[config.mk]
export PLATFORM = sky130hd
export DESIGN_NAME = irq_nest_ctrl
export DESIGN_NICKNAME = d
export VERILOG_FILES = /design/src/rtl/irq_nest_pkg.sv /design/src/rtl/irq_cfg_regs.sv /design/src/rtl/irq_arbiter.sv /design/src/rtl/irq_level_stack.sv /design/src/rtl/irq_nest_ctrl.sv
export SDC_FILE = /design/constraint.sdc
export NUM_CORES = 1
export LEC_CHECK = 0
export ABC_AREA = 0
export ABC_CLOCK_PERIOD_IN_PS = 63000
export CAP_MARGIN = 30
export CELL_PAD_IN_SITES_DETAIL_PLACEMENT = 0
export CELL_PAD_IN_SITES_GLOBAL_PLACEMENT = 1
export CORE_ASPECT_RATIO = 1.1
export CORE_UTILIZATION = 45
export CTS_BUF_LIST = sky130_fd_sc_hd__clkbuf_4 sky130_fd_sc_hd__clkbuf_8
export DETAILED_ROUTE_END_ITERATION = 7
export PLACE_DENSITY_LB_ADDON = 0.05
export SLEW_MARGIN = 20
export SYNTH_ARGS = -nofsm -noshare
export SYNTH_HDL_FRONTEND = slang
export SYNTH_SLANG_ARGS = --single-unit
[constraint.sdc]
create_clock -name clk -period 63 [get_ports clk]
set_input_delay 9.45 -clock clk [delete_from_list [all_inputs] [get_ports clk]]
set_output_delay 9.45 -clock clk [all_outputs]
set_load 0.01 [all_outputs]
[src/rtl/irq_nest_pkg.sv]
package irq_nest_pkg;

    localparam int LVL_W = 3;
    localparam int PRI_W = 3;

    // one source register: pend[7] en[6] lvl[5:3] pri[2:0]
    typedef struct packed {
        logic             pend;
        logic             en;
        logic [LVL_W-1:0] lvl;
        logic [PRI_W-1:0] pri;
    } src_cfg_t;

    typedef enum logic [1:0] {
        S_IDLE = 2'd0,
        S_RUN  = 2'd1,
        S_TAIL = 2'd2
    } nest_state_t;

endpackage

[src/rtl/irq_cfg_regs.sv]
module irq_cfg_regs
    import irq_nest_pkg::*;
#(
    parameter int NUM_SRC = 34,
    parameter int AW      = 6
) (
    input  logic                    clk,
    input  logic                    rst_n,
    input  logic                    reg_wr,
    input  logic [AW-1:0]           reg_addr,
    input  logic [7:0]              reg_wdata,
    output logic [7:0]              reg_rdata,
    input  logic [NUM_SRC-1:0]      set_vec,
    input  logic [NUM_SRC-1:0]      clr_vec,
    output src_cfg_t [NUM_SRC-1:0]  cfg
);

    for (genvar i = 0; i < NUM_SRC; i++) begin : g_src
        src_cfg_t q;
        logic     hit;

        assign hit = reg_wr && (reg_addr == AW'(i));

        always_ff @(posedge clk or negedge rst_n) begin
            if (!rst_n) begin
                q <= '0;
            end else if (hit) begin
                q <= src_cfg_t'(reg_wdata);
            end else begin
                // a new request wins over a same-cycle clear
                q.pend <= (q.pend & ~clr_vec[i]) | set_vec[i];
            end
        end

        assign cfg[i] = q;
    end

    always_comb begin
        reg_rdata = '0;
        for (int i = 0; i < NUM_SRC; i++) begin
            if (reg_addr == AW'(i)) begin
                reg_rdata = cfg[i];
            end
        end
    end

endmodule

[src/rtl/irq_arbiter.sv]
module irq_arbiter
    import irq_nest_pkg::*;
#(
    parameter int NUM_SRC = 34,
    parameter int IW      = 6
) (
    input  src_cfg_t [NUM_SRC-1:0] cfg,
    input  logic                   floor_en,
    input  logic [LVL_W-1:0]       floor_lvl,
    input  logic                   block,
    output logic                   win_valid,
    output logic [IW-1:0]          win_idx,
    output logic [LVL_W-1:0]       win_lvl
);

    logic [PRI_W-1:0] win_pri;
    logic             elig;
    logic             better;

    // linear scan: ascending index with strict compare keeps the lower index on ties
    always_comb begin
        win_valid = 1'b0;
        win_idx   = '0;
        win_lvl   = '0;
        win_pri   = '0;
        elig      = 1'b0;
        better    = 1'b0;
        for (int i = 0; i < NUM_SRC; i++) begin
            elig = cfg[i].en && cfg[i].pend && !block &&
                   (!floor_en || (cfg[i].lvl > floor_lvl));
            better = !win_valid || (cfg[i].lvl > win_lvl) ||
                     ((cfg[i].lvl == win_lvl) && (cfg[i].pri > win_pri));
            if (elig && better) begin
                win_valid = 1'b1;
                win_idx   = IW'(i);
                win_lvl   = cfg[i].lvl;
                win_pri   = cfg[i].pri;
            end
        end
    end

endmodule

[src/rtl/irq_level_stack.sv]
module irq_level_stack
    import irq_nest_pkg::*;
#(
    parameter int DEPTH = 4,
    parameter int DW    = 3
) (
    input  logic             clk,
    input  logic             rst_n,
    input  logic             push,
    input  logic             pop,
    input  logic             replace,
    input  logic [LVL_W-1:0] new_lvl,
    output logic [DW-1:0]    depth,
    output logic             full,
    output logic [LVL_W-1:0] top_lvl,
    output logic [LVL_W-1:0] below_lvl
);

    logic [DW-1:0]    depth_q;
    logic [LVL_W-1:0] ent [DEPTH];

    for (genvar k = 0; k < DEPTH; k++) begin : g_ent
        logic [LVL_W-1:0] q;

        always_ff @(posedge clk or negedge rst_n) begin
            if (!rst_n) begin
                q <= '0;
            end else if (push && (depth_q == DW'(k))) begin
                q <= new_lvl;
            end else if (replace && (depth_q == DW'(k + 1))) begin
                q <= new_lvl;
            end
        end

        assign ent[k] = q;
    end

    always_ff @(posedge clk or negedge rst_n) begin
        if (!rst_n) begin
            depth_q <= '0;
        end else if (push && !full) begin
            depth_q <= depth_q + DW'(1);
        end else if (pop && (depth_q != '0)) begin
            depth_q <= depth_q - DW'(1);
        end
    end

    always_comb begin
        top_lvl   = '0;
        below_lvl = '0;
        for (int k = 0; k < DEPTH; k++) begin
            if (depth_q == DW'(k + 1)) top_lvl = ent[k];
        end
        for (int k = 0; k < DEPTH - 1; k++) begin
            if (depth_q == DW'(k + 2)) below_lvl = ent[k];
        end
    end

    assign depth = depth_q;
    assign full  = (depth_q == DW'(DEPTH));

endmodule

[src/rtl/irq_nest_ctrl.sv]
module irq_nest_ctrl
    import irq_nest_pkg::*;
#(
    parameter int NUM_EXT = 32,
    parameter int DEPTH   = 4,
    localparam int NUM_SRC = NUM_EXT + 2,
    localparam int AW      = $clog2(NUM_SRC + 1),
    localparam int VW      = $clog2(NUM_SRC + 1),
    localparam int DW      = $clog2(DEPTH + 1)
) (
    input  logic               clk,
    input  logic               rst_n,
    input  logic [NUM_EXT-1:0] ext_irq,
    input  logic               timer_irq,
    input  logic               nmi,
    input  logic               reg_wr,
    input  logic [AW-1:0]      reg_addr,
    input  logic [7:0]         reg_wdata,
    output logic [7:0]         reg_rdata,
    output logic               irq_valid,
    output logic [VW-1:0]      irq_vector,
    output logic               irq_tail,
    input  logic               irq_ack,
    input  logic               irq_eoi,
    output logic [DW-1:0]      nest_depth
);

    localparam int IW      = $clog2(NUM_SRC);
    localparam int NMI_VEC = NUM_SRC;

    nest_state_t state_q, state_d;

    src_cfg_t [NUM_SRC-1:0] cfg;
    logic [NUM_SRC-1:0]     set_vec;
    logic [NUM_SRC-1:0]     clr_vec;

    logic             floor_en;
    logic [LVL_W-1:0] floor_lvl;
    logic             block;
    logic             win_valid;
    logic [IW-1:0]    win_idx;
    logic [LVL_W-1:0] win_lvl;

    logic             push, pop, replace;
    logic             full;
    logic [LVL_W-1:0] top_lvl, below_lvl;
    logic [DW-1:0]    depth;

    logic nmi_pend_q, nmi_active_q;
    logic take_nmi, take_src, eoi_ok;

    // software source has no hardware line
    assign set_vec = {timer_irq, 1'b0, ext_irq};

    irq_cfg_regs #(.NUM_SRC(NUM_SRC), .AW(AW)) u_regs (
        .clk       (clk),
        .rst_n     (rst_n),
        .reg_wr    (reg_wr),
        .reg_addr  (reg_addr),
        .reg_wdata (reg_wdata),
        .reg_rdata (reg_rdata),
        .set_vec   (set_vec),
        .clr_vec   (clr_vec),
        .cfg       (cfg)
    );

    irq_arbiter #(.NUM_SRC(NUM_SRC), .IW(IW)) u_arb (
        .cfg       (cfg),
        .floor_en  (floor_en),
        .floor_lvl (floor_lvl),
        .block     (block),
        .win_valid (win_valid),
        .win_idx   (win_idx),
        .win_lvl   (win_lvl)
    );

    irq_level_stack #(.DEPTH(DEPTH), .DW(DW)) u_stack (
        .clk       (clk),
        .rst_n     (rst_n),
        .push      (push),
        .pop       (pop),
        .replace   (replace),
        .new_lvl   (win_lvl),
        .depth     (depth),
        .full      (full),
        .top_lvl   (top_lvl),
        .below_lvl (below_lvl)
    );

    // request taking: the non-maskable source always stands first
    assign take_nmi = irq_ack && nmi_pend_q;
    assign take_src = irq_ack && !nmi_pend_q && win_valid;
    assign eoi_ok   = irq_eoi && !irq_ack;

    for (genvar i = 0; i < NUM_SRC; i++) begin : g_clr
        assign clr_vec[i] = take_src && (win_idx == IW'(i));
    end

    always_ff @(posedge clk or negedge rst_n) begin
        if (!rst_n) begin
            nmi_pend_q   <= 1'b0;
            nmi_active_q <= 1'b0;
        end else begin
            nmi_pend_q <= (nmi_pend_q && !take_nmi) || nmi;
            if (take_nmi) begin
                nmi_active_q <= 1'b1;
            end else if (eoi_ok && nmi_active_q) begin
                nmi_active_q <= 1'b0;
            end
        end
    end

    // state register
    always_ff @(posedge clk or negedge rst_n) begin
        if (!rst_n) begin
            state_q <= S_IDLE;
        end else begin
            state_q <= state_d;
        end
    end

    // next state
    always_comb begin
        state_d = state_q;
        unique case (state_q)
            S_IDLE: begin
                if (take_src) state_d = S_RUN;
            end
            S_RUN: begin
                if (take_src) begin
                    state_d = S_RUN;
                end else if (eoi_ok && !nmi_active_q) begin
                    state_d = S_TAIL;
                end
            end
            S_TAIL: begin
                if (take_src) begin
                    state_d = S_RUN;
                end else if (!irq_valid) begin
                    state_d = (depth == DW'(1)) ? S_IDLE : S_RUN;
                end
            end
            default: state_d = S_IDLE;
        endcase
    end

    // outputs and stack control
    always_comb begin
        floor_en  = 1'b0;
        floor_lvl = '0;
        block     = nmi_active_q;
        push      = 1'b0;
        pop       = 1'b0;
        replace   = 1'b0;
        unique case (state_q)
            S_IDLE: begin
                push = take_src;
            end
            S_RUN: begin
                floor_en  = 1'b1;
                floor_lvl = top_lvl;
                block     = nmi_active_q || full;
                push      = take_src;
            end
            S_TAIL: begin
                floor_en  = (depth > DW'(1));
                floor_lvl = below_lvl;
                replace   = take_src;
                pop       = !nmi_pend_q && !win_valid;
            end
            default: ;
        endcase
    end

    assign irq_valid  = nmi_pend_q || win_valid;
    assign irq_vector = nmi_pend_q ? VW'(NMI_VEC) : (win_valid ? VW'(win_idx) : '0);
    assign irq_tail   = (state_q == S_TAIL) && win_valid && !nmi_pend_q;
    assign nest_depth = depth;

endmodule

Yosys cells after proc, flatten, opt, wreduce, memory -nomap -nowiden
Index checks and enable logic that the tools add are counted.

Multiplexer cells: 236. Reduce and logical (&&, ||, !) cells: 413. $lt $le $gt $ge: 101. Eq/ne operators: 108. Bitwise operators: 101. Add/subtract/negate cells: 2.

Operators by type and width (number): greater-than comparator 3 bit (100); 2-to-1 mux 8 bit (34); 2-to-1 mux 3 bit (88); logical AND 1 bit (256); equality test 6 x 5 -> 1 bit (second input constant) (32); logical OR 1 bit (103); equality test 3 bit (33); equality test 6 x 4 -> 1 bit (second input constant) (16); 2-to-1 mux 5 bit (16); 2-to-1 mux 1 bit (76); equality test 6 x 3 -> 1 bit (second input constant) (8); logical NOT 1 bit (41); bitwise AND 1 bit (34); NOT 1 bit (34); OR 1 bit (33); 2-to-1 mux 4 bit (8); equality test 6 x 2 -> 1 bit (second input constant) (4); equality test 6 bit (second input constant) (4); 2-to-1 mux 6 bit (4); 2-to-1 mux 2 bit (7); equality test 6 x 1 -> 1 bit (second input constant) (2); logical NOT 6 bit (2); nonzero test 2 bit (6); equality test 3 x 2 -> 1 bit (second input constant) (2); 17 further kinds (18).

Output and inout bits: 19. Bits in registers: 291. Word-level logic and storage cells: 1105. Input bits: 53.

Longest topological paths before layout
Gate-level depths: netlist of the first run.

Depth in word-level cells: 181. Gate-level depth with buffers: 357. Gate-level depth less buffers: 344.

By module
From an unflattened synthesis of the first run, not the netlist that was laid out.

Cell total of the unflattened synthesis: 3465. Area, all modules: 29660.9 um^2.

Modules (own cells, without submodules): irq_arbiter (seq. area each 0.0 um^2, area an instance 14201.1 um^2, cells an instance 2014, times used 1); irq_cfg_regs (seq. area each 6806.5 um^2, area an instance 13769.5 um^2, cells an instance 1249, times used 1); irq_level_stack (seq. area each 375.4 um^2, area an instance 958.4 um^2, cells an instance 87, times used 1); irq_nest_ctrl (seq. area each 100.1 um^2, area an instance 732.0 um^2, cells an instance 115, times used 1).

Least setup slack after synthesis of the first run
OpenSTA, ideal clock, no wires.

Kind: register to output. From: register u_stack.depth_q[0] (netlist: u_stack.depth[0]). To: output port irq_vector[0]. Required time: 53550 ps. Cell stages (with the launch flop): 301. Arrival time: 58067 ps. Buffers on the path: 16. Path slack: -4517 ps. Cell sequence: dfrtp_1 -> inv_1 -> ha_1 -> inv_1 -> nor2_1 -> nand2_1 -> o21ai_0 -> a22oi_1 -> a21oi_1 -> nand2_1 -> ha_1 -> a21oi_1 -> a31oi_1 -> o21ai_1 -> a21oi_2 -> and2_1 -> ha_1 -> nand2b_1 -> [265 not listed] -> ha_1 -> a21o_1 -> a21oi_1 -> a31oi_1 -> o22ai_1 -> a21o_1 -> clkbuf_1 -> mux2_2 -> ha_1 -> inv_1 -> a21o_1 -> a21oi_1 -> a31oi_1 -> o22ai_1 -> a21oi_1 -> buf_4 -> a21oi_1 -> nor3_1.

Cells in the longest elaborated chain, start to end: 177. Elaborated cells on any way between the ends: 553. Those cells by class: order compare (101); eq/ne (37); mux (145); reduce/logical (270).

RTL lines: start, declared (RTL line irq_level_stack.sv:19) `logic [DW-1:0] depth_q;`; start signal, assigned (RTL line irq_level_stack.sv:42) `depth_q <= depth_q + DW'(1);`; start signal, assigned (RTL line irq_level_stack.sv:44) `depth_q <= depth_q - DW'(1);`; equality test 3 x 1 -> 1 bit (RTL line irq_level_stack.sv:52) `if (depth_q == DW'(k + 1)) top_lvl = ent[k];`; 2-to-1 mux 3 bit (4 in a row) (RTL line irq_level_stack.sv:52); case mux 3 bit (2 select lines) (RTL line irq_nest_ctrl.sv:155) `unique case (state_q)`; greater-than comparator 3 bit (RTL line irq_arbiter.sv:30) `(!floor_en || (cfg[i].lvl > floor_lvl));`; logical OR 1 bit (RTL line irq_arbiter.sv:30); logical AND 1 bit (RTL line irq_arbiter.sv:29) `elig = cfg[i].en && cfg[i].pend && !block &&`; 2-to-1 mux 3 bit / 2-to-1 mux 1 bit (equally long branches) (RTL line irq_arbiter.sv:33) `if (elig && better) begin`; greater-than comparator 3 bit, or another cell as far along (RTL line irq_arbiter.sv:31) `better = !win_valid || (cfg[i].lvl > win_lvl) ||`; [157 not listed]; logical AND 1 bit (RTL line irq_arbiter.sv:33); 2-to-1 mux 3 bit / 2-to-1 mux 1 bit (equally long branches) (RTL line irq_arbiter.sv:33); greater-than comparator 3 bit, or another cell as far along (RTL line irq_arbiter.sv:31); logical OR 1 bit / logical AND 1 bit (equally long branches) (RTL line irq_arbiter.sv:31, irq_arbiter.sv:32); logical OR 1 bit (RTL line irq_arbiter.sv:31); logical AND 1 bit (RTL line irq_arbiter.sv:33); 2-to-1 mux 6 bit / 2-to-1 mux 1 bit (equally long branches) (RTL line irq_arbiter.sv:33); 2-to-1 mux 6 bit * (2 in a row) (RTL line irq_nest_ctrl.sv:176) `assign irq_vector = nmi_pend_q ? VW'(NMI_VEC) : (win_valid ? VW'(win_idx) : '0);`; end, declared (RTL line irq_nest_ctrl.sv:21) `output logic [VW-1:0] irq_vector,`.

Every way passes the cells marked *; elsewhere a longest branch is shown, timed or not.

Worst setup path in the final report of the first run
From: register u_stack.depth_q[0] (netlist: u_stack.depth[0]). To: output port irq_vector[3].

Same word-level chain as after synthesis.

==> results of run 1 <==
==> what timing repair did <==
item                       in CTS  in global routing
pin swaps                     103                219
buffers inserted              104                 89
resized for setup             167                326
cloned                          3                  1
setup endpoints to repair       6                  6
==> cells in the mapped netlist (all sizes together) (51+ instances only) <==
master,n
dfrtp,291
nand2,311
o21ai,234
nor2,246
a21oi,258
mux2,285
inv,226
ha,225
clkbuf,71
nand3,112
a31oi,68
mux2i,51
==> cell families after synthesis <==
logic type,count (synthesis),synth area share
compound gates,1044,0.257
xor+xnor,22,0.00708
fa+ha+maj,228,0.101
buf+inv,349,0.0549
flops,291,0.258
mux,341,0.136
simple gates,1046,0.186
==> how the worst min path moves through the flow <==
stage / endpoint / slack (ns) / depth (start not counted)
6_report: u_regs.cfg[38] / 0.53 / 1
5_1_grt: u_regs.cfg[22] / 0.54 / 1
4_1_cts: u_regs.cfg[38] / 0.53 / 1
3_5_place_dp: u_regs.cfg[38] / 0.52 / 1
3_3_place_gp: u_regs.cfg[38] / 0.51 / 1
2_1_floorplan: u_stack.g_ent[3].q[0] / 0.47 / 2
==> flip-flops by register name, indices dropped and copies added (netlist names) <==
name,count
state_q,2
u_regs.cfg,272
nmi_pend_q,1
nmi_active_q,1
u_stack.g_ent.q,12
u_stack.depth,3
==> layout make-up <==
cell class              count  area (um2)
fillers                  5337       22200
multi-input cells        2685       22100
flip-flops and latches    291        7290
repair buffers            879        6900
clock buffers              82        1040
well taps                 824        1030
inverters                 226         863
clock inverters            12         128
diodes                      4        10.0
==> worst max-delay path, delay by kind of cell, from the launching register on <==
family                   cells  cell delay [ns]
AO/OA/AOI/OAI              128            21.64
flip-flops                   1             0.44
AND/OR/NAND/NOR             78            10.81
multiplexers                29             8.14
adder cells (fa/ha/maj)     36             9.42
buffers and inverters       34             3.85
==> per-layer routing <==
layer	part of all wire	track usage	routed length, um
met1	0.39	0.434	46500
met2	0.49	0.626	58500
met3	0.068	0.0483	8070
met4	0.049	0.164	5890
met5	0.00011	0	13
==> stage by stage <==
stage | worst slack, ns | instance area (um2) | hold WS, ns | TNS (ns) | instances
3_5_place_dp | -3.01 | 34600 | 0.516 | -17.75 | 4710
3_3_place_gp | -1.56 | 34600 | 0.508 | -9.14 | 4710
5_1_grt | -3.92 | 39400 | 0.545 | -23.32 | 4999
6_report | -1.47 | 39400 | 0.528 | -8.64 | 5003
4_1_cts | -1.24 | 37100 | 0.530 | -6.95 | 4911
2_1_floorplan | 0.000103 | 28900 | 0.473 | 0 | 3321
==> results by group, run 1 <==
Run status
  – Status: finished, violations left
  – Failing checks: negative setup slack

Logic synthesis
  – Post-Syn Nets: 3599
  – Avg Synthesized Cell Area: about 8.5 um2
  – Post-synth cell types: between 100 and 150
  – Synth top area share: 0.258
  – Post-synth EDFFs: 0
  – Post-synth ARST share: 1.00
  – Register bit total from synthesis: 291
  – Largest cells by area after synthesis: dfrtp_1, mux2_2, ha_1, a21oi_1, nand2_1
  – Synthesized cell area: between 20000 and 30000 um2
  – Sequential area share after synthesis: 0.258
  – Gate Count Post-Synth: around 3300
  – Synth Flop Type: dfrtp_1
  – Largest area contributor in the netlist: dfrtp_1
  – Yosys warning total: 0

GRT
  – First-pass GRT wire length: approximately 180000 um
  – Largest net degree at the start of global routing: between 150 and 200
  – Vias in the first global route: between 30000 and 40000
  – Tot GR Track Use: 0.359
  – Initial antenna violation count: 3
  – Total grt overflow: 0

Critical path
  – RR Startpoint: u_stack.depth[0]
  – CP peak stage delay: 0.45 ns
  – Startpoint types: flop
  – Slowest CP cell: a221oi_4
  – Crit Path Category: reg2out
  – Worst r2r path cells: around 310
  – Critical Path Most Common Cell: ha_4
  – Critical path endpoint category: output port
  – R2R Path End: u_regs.cfg[159]
  – Crit path from: u_stack.depth[0]
  – R2R setup slack: roughly 6.5 ns
  – Req. time, crit path: 53.55 ns
  – CP endpoint: irq_vector[3]
  – CP Max Fanout: 8
  – Worst EP arrival: approximately 55 ns

CTS
  – Clock latency on the worst-skew pair: between 0.6 and 0.7 ns
  – Clock Tree Root: clkbuf_8
  – CTS tree: yes
  – CTS max path bufs: 3
  – CTS Hold Bufs: 0
  – CTS clk-pin slew, worst paths: about 0.06 ns
  – CTS Buf Count: 51
  – H-tree lvl count: 2
  – Clk sinks: about 290

STA
  – Max_slew headroom: 0.274
  – RSZ-0062 raised after global routing: yes
  – Min cycle time layout: 64.47 ns
  – Fin Clk Skew: approximately 0.047 ns
  – Final slew viol count: 0
  – Final Cycle Share: 1.02
  – Worst-Margin Slew: about 1.1 ns
  – Final setup viols: 6
  – Peak Freq: around 0.016 GHz
  – Hold Vio Cnt, Final: 0
  – Worst setup margin: -1.47 ns

Drt
  – Via count: approximately 31000
  – Drt wl/cell: 23.8 um
  – DRC Markers: 0
  – Post-Route WL: around 120000 um
  – Drt first pass iters: 6
  – Initial DRC Count: ~2800
  – Routed vias/inst: 6.22
  – Post-route ant nets: 0

Placement
  – Input/output buffers: 71
  – DP HPWL: 87700 um
  – Placer Congestion: roughly 0.96

Hold path
  – Hold Path Class: reg2reg
  – Hold_sp: u_regs.cfg[38]

Floorplanning
  – Core ar.: approximately 62000 um2
  – Die height: 265 um
  – Die X: ~240 um
  – Initial Utilization: 0.459
  – Top Ports: 72
  – FP Rows: 95
  – DIE AREA: between 60000 and 70000 um2

Run
  – Max-cap violations: 0

Cells and area
  – Final design utilization: 0.640
  – Area growth syn-to-layout: 39.4%
  – Final nets: around 4400
  – Commonest cells after routing, fill and taps aside: buf_4, dfrtp_1, nand2_1
  – Share of cells above drive strength 1: 0.399
  – Most common cell after layout, fill and taps aside: buf_4
Power of run 1 is not shown: default switching activity piles up to over one toggle a cycle in this logic, so the estimate is an artifact.
==> run 2, diff against run 1 <==
--- a/config.mk
+++ b/config.mk
@@ -19,3 +19,4 @@
 export SYNTH_ARGS = -nofsm -noshare
 export SYNTH_HDL_FRONTEND = slang
 export SYNTH_SLANG_ARGS = --single-unit
+export TNS_END_PERCENT = 100
==> results of run 2 <==
Same layout as run 1: the final DEF is identical, and so are final timing and power.
Power of run 2 is left out for the same reason.
